==> config.mk <==
export PLATFORM = sky130hd
export DESIGN_NAME = cache_hit_arbiter
export DESIGN_NICKNAME = d
export VERILOG_FILES = /design/src/rtl/cache_hit_arbiter_pkg.sv /design/src/rtl/fixed_prio_pick.sv /design/src/rtl/req_level_in.sv /design/src/rtl/cache_hit_arbiter.sv
export SDC_FILE = /design/constraint.sdc
export NUM_CORES = 1
export LEC_CHECK = 0
export BUFFER_PORTS_ARGS = -buffer_cell sky130_fd_sc_hd__buf_2
export CELL_PAD_IN_SITES_DETAIL_PLACEMENT = 0
export CELL_PAD_IN_SITES_GLOBAL_PLACEMENT = 1
export CORE_AREA = 2 2 39 41
export CTS_CLUSTER_SIZE = 16
export DETAILED_ROUTE_END_ITERATION = 8
export DIE_AREA = 0 0 41 43
export PLACE_DENSITY = 0.73
export SETUP_SLACK_MARGIN = 0.15
export SYNTH_ARGS = -nofsm -noshare
export SYNTH_HDL_FRONTEND = slang
export SYNTH_SLANG_ARGS = --single-unit
==> constraint.sdc <==
create_clock -name clk -period 4.15 [get_ports clk]
set_input_delay 0.6225 -clock clk [delete_from_list [all_inputs] [get_ports clk]]
set_output_delay 0.6225 -clock clk [all_outputs]
set_load 0.005 [all_outputs]
==> src/rtl/cache_hit_arbiter_pkg.sv <==
package cache_hit_arbiter_pkg;
    localparam int NUM_MASTERS = 4;
    localparam int IDX_PCI     = 0;
    localparam int IDX_CPU     = 1;
    localparam int IDX_CACHE   = 2;
    localparam int IDX_REF     = 3;

    typedef enum logic [1:0] {
        ST_NORMAL    = 2'd0,
        ST_SAMPLE    = 2'd1,
        ST_HIT_CPU   = 2'd2,
        ST_HIT_CACHE = 2'd3
    } arb_state_e;

    typedef struct packed {
        arb_state_e              st;
        logic                    cache_after;
        logic [NUM_MASTERS-1:0]  gnt;
    } arb_regs_s;
endpackage

==> src/rtl/fixed_prio_pick.sv <==
module fixed_prio_pick #(
    parameter int N = 4
) (
    input  logic [N-1:0] req,
    output logic [N-1:0] pick
);
    logic found;

    always_comb begin
        pick  = '0;
        found = 1'b0;
        for (int i = 0; i < N; i++) begin
            if (req[i] && !found) begin
                pick[i] = 1'b1;
                found   = 1'b1;
            end
        end
    end
endmodule

==> src/rtl/req_level_in.sv <==
module req_level_in #(
    parameter int N = 4
) (
    input  logic [N-1:0] req_n,
    output logic [N-1:0] act
);
    for (genvar g = 0; g < N; g++) begin : g_inv
        assign act[g] = ~req_n[g];
    end
endmodule

==> src/rtl/cache_hit_arbiter.sv <==
module cache_hit_arbiter
    import cache_hit_arbiter_pkg::*;
(
    input  logic clk,
    input  logic rst_n,
    input  logic pci_req_n,
    input  logic cpu_req_n,
    input  logic cache_req_n,
    input  logic refresh_req_n,
    input  logic retry_seen,
    input  logic cycle_end,
    output logic pci_gnt,
    output logic cpu_gnt,
    output logic cache_gnt,
    output logic refresh_gnt
);
    localparam int NM = NUM_MASTERS;

    logic [NM-1:0] raw_n;
    logic [NM-1:0] act;
    logic [NM-1:0] norm_req, norm_pick, norm_gnt;
    logic [NM-1:0] hit_req, hit_pick, hit_gnt;
    logic [NM-1:0] cache_only;
    arb_regs_s     r_d, r_q;

    assign raw_n[IDX_PCI]   = pci_req_n;
    assign raw_n[IDX_CPU]   = cpu_req_n;
    assign raw_n[IDX_CACHE] = cache_req_n;
    assign raw_n[IDX_REF]   = refresh_req_n;

    req_level_in #(.N(NM)) u_lvl (
        .req_n (raw_n),
        .act   (act)
    );

    // normal order: refresh, PCI, CPU, cache (bit 0 is highest)
    assign norm_req = {act[IDX_CACHE], act[IDX_CPU], act[IDX_PCI], act[IDX_REF]};

    fixed_prio_pick #(.N(NM)) u_norm (
        .req  (norm_req),
        .pick (norm_pick)
    );

    always_comb begin
        norm_gnt            = '0;
        norm_gnt[IDX_REF]   = norm_pick[0];
        norm_gnt[IDX_PCI]   = norm_pick[1];
        norm_gnt[IDX_CPU]   = norm_pick[2];
        norm_gnt[IDX_CACHE] = norm_pick[3];
    end

    // hit order: CPU, cache, then refresh, PCI
    assign hit_req = {act[IDX_PCI], act[IDX_REF], act[IDX_CACHE], act[IDX_CPU]};

    fixed_prio_pick #(.N(NM)) u_hit (
        .req  (hit_req),
        .pick (hit_pick)
    );

    always_comb begin
        hit_gnt            = '0;
        hit_gnt[IDX_CPU]   = hit_pick[0];
        hit_gnt[IDX_CACHE] = hit_pick[1];
        hit_gnt[IDX_REF]   = hit_pick[2];
        hit_gnt[IDX_PCI]   = hit_pick[3];
        cache_only            = '0;
        cache_only[IDX_CACHE] = 1'b1;
    end

    always_comb begin
        r_d = r_q;
        unique case (r_q.st)
            ST_NORMAL: begin
                if (retry_seen) begin
                    r_d.gnt = '0;
                    r_d.st  = ST_SAMPLE;
                end else if ((r_q.gnt == '0) || cycle_end) begin
                    r_d.gnt = norm_gnt;
                end
            end
            ST_SAMPLE: begin
                r_d.gnt         = hit_gnt;
                r_d.cache_after = 1'b0;
                if (hit_gnt[IDX_CPU]) begin
                    r_d.st          = ST_HIT_CPU;
                    r_d.cache_after = act[IDX_CACHE];
                end else if (hit_gnt[IDX_CACHE]) begin
                    r_d.st = ST_HIT_CACHE;
                end else begin
                    r_d.st = ST_NORMAL;
                end
            end
            ST_HIT_CPU: begin
                if (cycle_end) begin
                    r_d.cache_after = 1'b0;
                    if (r_q.cache_after && act[IDX_CACHE]) begin
                        r_d.gnt = cache_only;
                        r_d.st  = ST_HIT_CACHE;
                    end else begin
                        r_d.gnt = norm_gnt;
                        r_d.st  = ST_NORMAL;
                    end
                end
            end
            ST_HIT_CACHE: begin
                if (cycle_end) begin
                    r_d.gnt = norm_gnt;
                    r_d.st  = ST_NORMAL;
                end
            end
            default: r_d = r_q;
        endcase
    end

    always_ff @(posedge clk or negedge rst_n) begin
        if (!rst_n) begin
            r_q.st          <= ST_NORMAL;
            r_q.cache_after <= 1'b0;
            r_q.gnt         <= '0;
        end else begin
            r_q <= r_d;
        end
    end

    assign pci_gnt     = r_q.gnt[IDX_PCI];
    assign cpu_gnt     = r_q.gnt[IDX_CPU];
    assign cache_gnt   = r_q.gnt[IDX_CACHE];
    assign refresh_gnt = r_q.gnt[IDX_REF];
endmodule

**After elaboration in Yosys (flattened, before gate mapping)**

Cells that the tools add are included.
W data, S select, Z words.

- Output and inout port bits: 4
- Flip-flop bits (word level): 7

- Mux-type cells: 26
- Reduce and logical (&&, ||, !) cells: 18
- Bitwise gates (word level): 4
- Eq/ne operators: 7

Operators by type and width:

| operator | number |
|---|---|
| $mux W4 | 4 |
| $pmux W4 S4 | 1 |
| $mux W1 | 13 |
| $mux W2 | 5 |
| $pmux W2 S4 | 1 |
| $logic_and A1 B1 Y1 | 7 |
| $mux W7 | 1 |
| $ne A2 B2 Y1 const B | 3 |
| $reduce_and A3 Y1 | 2 |
| $eq A2 B2 Y1 const B | 2 |
| $logic_not A1 Y1 | 4 |
| $logic_not A4 Y1 | 1 |
| $not A1 Y1 | 4 |
| $ne A3 B3 Y1 const B | 1 |
| $eq A2 B1 Y1 const B | 1 |
| $logic_not A2 Y1 | 1 |
| $pmux W1 S2 | 1 |
| $reduce_and A2 Y1 | 1 |
| $reduce_bool A2 Y1 | 1 |
| $logic_or A1 B1 Y1 | 1 |

**Logic depth before layout (Yosys ltp)**

- Depth in word-level cells: 12
- Depth in mapped cells: 4
- Depth with buffers taken out: 4

**Modules after synthesis**

A second synthesis with hierarchy kept.

- Cell total of the unflattened synthesis: 55
- Area total of the unflattened synthesis: 485.5 um^2

Modules (own cells, without submodules):

| module | times used | seq. area each (um^2) | cells each | area each (um^2) |
|---|---|---|---|---|
| cache_hit_arbiter | 1 | 175.2 | 43 | 397.9 |
| fixed_prio_pick | 2 | 0.0 | 4 | 36.3 |
| req_level_in | 1 | 0.0 | 4 | 15.0 |

**Least setup slack after synthesis**

Ideal clock, no wire load.

- Path kind: input-to-reg
- Start: input cache_req_n
- End: register r_q (netlist bit cpu_gnt)
- Arrival: 1.415 ns
- Setup slack: 2.614 ns
- Setup time: 0.121 ns
- Stages: 4
- Cells stage by stage: or3b_1 > a21oi_2 > o21ai_1 > a22o_1

- Cells in the longest elaborated chain, start to end: 5

Ends and longest elaborated chain:

| element | line | RTL |
|---|---|---|
| start: declaration | cache_hit_arbiter.sv:8 | `input logic cache_req_n,` |
| $not A1 Y1 | req_level_in.sv:8 | `assign act[g] = ~req_n[g];` |
| $logic_and A1 B1 Y1 | cache_hit_arbiter.sv:96 | `if (r_q.cache_after && act[IDX_CACHE]) begin` |
| $mux W4 | cache_hit_arbiter.sv:96 |  |
| $mux W7 | cache_hit_arbiter.sv:94 | `if (cycle_end) begin` |
| $pmux W4 S4 | cache_hit_arbiter.sv:72 | `unique case (r_q.st)` |
| end signal: assignment | cache_hit_arbiter.sv:121 | `r_q <= r_d;` |
| end: declaration | cache_hit_arbiter.sv:24 | `arb_regs_s r_d, r_q;` |

No other way between the ends. The select of a mux whose other input is x is not followed.
A chain may end at the register's enable or synchronous reset.

**Worst setup path in the final report**

- Start: register r_q[5] (netlist name)
- End: register r_q (netlist bit cpu_gnt)

- Cells in the longest elaborated chain, start to end: 3
- Elaborated cells on any way between the ends: 9
- Classes of those cells: eq/ne (6); mux (1); reduce/logical (2)

Ends and longest elaborated chain:

| element | line |
|---|---|
| $eq A2 B2 Y1 / $logic_not A2 Y1 (equally long branches) | cache_hit_arbiter.sv:72 |
| $ne A2 B2 Y1 (no source line) / $ne A3 B3 Y1 (equally long branches) | -- |
| $reduce_and A3 Y1 (no source line) | -- |

Parallel ways exist; a longest one is shown, timed or not.

==> impl_metrics.tcl <==
set metrics [dict create \
    cts_buffers 3 \
    io_buffer_count 11 \
    cts_num_sinks 7 \
    r2r_start "r_q[5]" \
    switchingPower_mw 0.133 \
    drt_wl_total_um 895 \
    antenna_cells 0 \
    min_period_over_period 0.351 \
    yosys_warnings 0 \
    end_kind "flip-flop" \
    internal_power_mw 0.202 \
    syn-num-nets 49 \
    grt_usage 0.127 \
    power_mw 0.336 \
    grt_max_degree 9 \
    path_class "reg2reg" \
    ys_seq_area_frac 0.431 \
    clockPowerShare 0.188 \
    ir_drop_v 0.000190 \
    syn_area_um2 407 \
    synth_area_leaders "dfrtp_1 (43%), o41ai_4 (6.8%), nand2_1 (4.6%)" \
    grt_pass1_vias 351 \
    startpoint "r_q[5]" \
    ctsHoldBuffers 0 \
    skew_ps 3.39 \
    hold_violations 0 \
    drtIter0Drc 15 \
    dieArea_um2 1760 \
    swShare 0.397 \
    hp-class "in2async" \
    status "completed" \
    die_h_um 43 \
    overflow 0 \
    core_um2 1380 \
    setup_violations 0 \
    routabilityCongestion 0.714 \
    h-tree-depth 1 \
    antenna_found_initial 0 \
    p_per_area_nw_per_um2 661 \
    io_pins 12 \
    synth.most_common_cell "dfrtp_1" \
    p_leak_nw 0.234 \
    cts_tree "done" \
    r2r_cells 4 \
    worst_pin_slew_ps 440 \
    cts_resized 0 \
    fmax_mhz 687 \
    fin_setup_tns_ps 0 \
    firstDrtPassIters 4 \
    clk_pin_slew_ps 50 \
    syn_avg_cell_area_um2 9.92 \
    drive_gt1_frac 0.339 \
    synth_cells 41 \
    relSlewSlack 0.706 \
    fin_nets 65 \
    postRouteAntennaNets 0 \
    clockBufferDepth 2 \
    cts-root-buf "clkbuf_4" \
    worstPathRequired_ps 4290 \
    start_kind "flip-flop" \
    crit_fanout 8 \
    postCtsSetupBuffers 0 \
    synthFlopType "dfrtp_1" \
    hpwl_um 701 \
    yosys.area.top_type_share 0.431 \
    synth_top_area_cell "dfrtp_1" \
    routedWlPerCell_um 12.4 \
    grt_pass1_wl_mm 1.48 \
    fin_crit_ps 1460 \
    async_reset_ff_frac 1.00 \
    core.rowCount 14 \
    drv_slew 0 \
    crit_arrival_ps 1590 \
    synth_cell_types 24 \
    start_util 0.294 \
    comb_power_share 0.416 \
    area_growth_pct 24.9 \
    rsz0062_at_grt "false" \
    die_w_um 41 \
    clk_latency_ps 250 \
    vias_per_cell 5.18 \
    synth_common_cells "dfrtp_1 (7), nand2_1 (5), o21ai_0 (3), o21ai_1 (3)" \
    drc 0 \
    vias 373 \
    max_cap_violations 0 \
    synth_edf_count 0 \
    ys_ff_latch 7 \
    p_seq_frac 0.396 \
]
[placed cells by master, fill, tap and decap left out]
master,instances
a22oi_1,1
buf_2,11
a21boi_0,1
or3_1,1
nor3_1,1
dfrtp_1,7
nor4_2,1
a22o_1,1
o21ai_0,3
nand2_1,5
nor2_1,1
or3b_1,1
o21ai_1,3
a32oi_1,1
o41ai_4,1
clkbuf_4,3
nand2b_2,1
nand2b_1,2
inv_1,2
o31ai_1,1
clkbuf_1,1
a21o_2,1
o221ai_1,1
nor2b_1,1
o21bai_1,1
a21oi_2,1
nand3_1,2
[power groups by stage]
stage	Sequential [mW]	Clock, mW	Combinational, mW
2_1_floorplan	0.129	0	0.101
3_3_place_gp	0.134	0	0.140
3_5_place_dp	0.134	0	0.139
4_1_cts	0.133	0.0650	0.142
5_1_grt	0.139	0.0694	0.158
6_report	0.133	0.0630	0.140
[routing by layer]
| metal | vias to the layer above | part of all wire | global-route usage |
|---|---|---|---|
| met1 | 179 | 0.46 | 0.181 |
| li1 | 182 | - | - |
| met5 | - | 0 | 0 |
| met2 | 10 | 0.47 | 0.175 |
| met3 | 2 | 0.048 | 0.0157 |
| met4 | 0 | 0.020 | 0.0800 |
[worst paths after layout]
path                       slack, ps     endpoint
max in group asynchronous       3800  refresh_gnt
hold / removal                   190       r_q[5]
hold reg to reg                  520      pci_gnt
min in group clk                 520      pci_gnt
setup / recovery                2690      cpu_gnt
setup reg to reg                2690      cpu_gnt
[critical path, cell delays in order, from the launching register on]
cell and delay, ps:
dfrtp_1 480, or3b_1 400, a21oi_2 180, o21ai_1 90
a22o_1 180
[logic make-up after synthesis]
family | count (synthesis) | share of synthesized area
AND/OR/NAND/NOR | 16 | 0.228
buffers and inverters | 2 | 0.0185
flip-flops | 7 | 0.431
AO/OA/AOI/OAI | 16 | 0.323
[flip-flops by register name (all words and copies together), names as in the netlist]
| name | count |
|---|---|
| cpu_gnt | 1 |
| r_q | 3 |
| cache_gnt | 1 |
| pci_gnt | 1 |
| refresh_gnt | 1 |
[stage by stage]
stage	util	worst slack, ps	instance area [um^2]	hold slack (ps)	instances
2_1_floorplan	-	2610	407	327	41
3_3_place_gp	0.348	2450	482	460	68
3_5_place_dp	0.348	2440	482	463	68
4_1_cts	0.367	2690	508	192	72
5_1_grt	0.367	2600	508	191	72
6_report	0.367	2690	508	190	72
[final cells by class]
class                           instances  area [um^2]
Timing Repair Buffer                   11         55.1
Fill cell                             157          876
Multi-Input combinational cell         32          224
Tap cell                               16         20.0
Inverter                                2         7.51
Clock buffer                            4         26.3
Sequential cell                         7          175
Note: power is estimated with default switching activity, not from simulation.
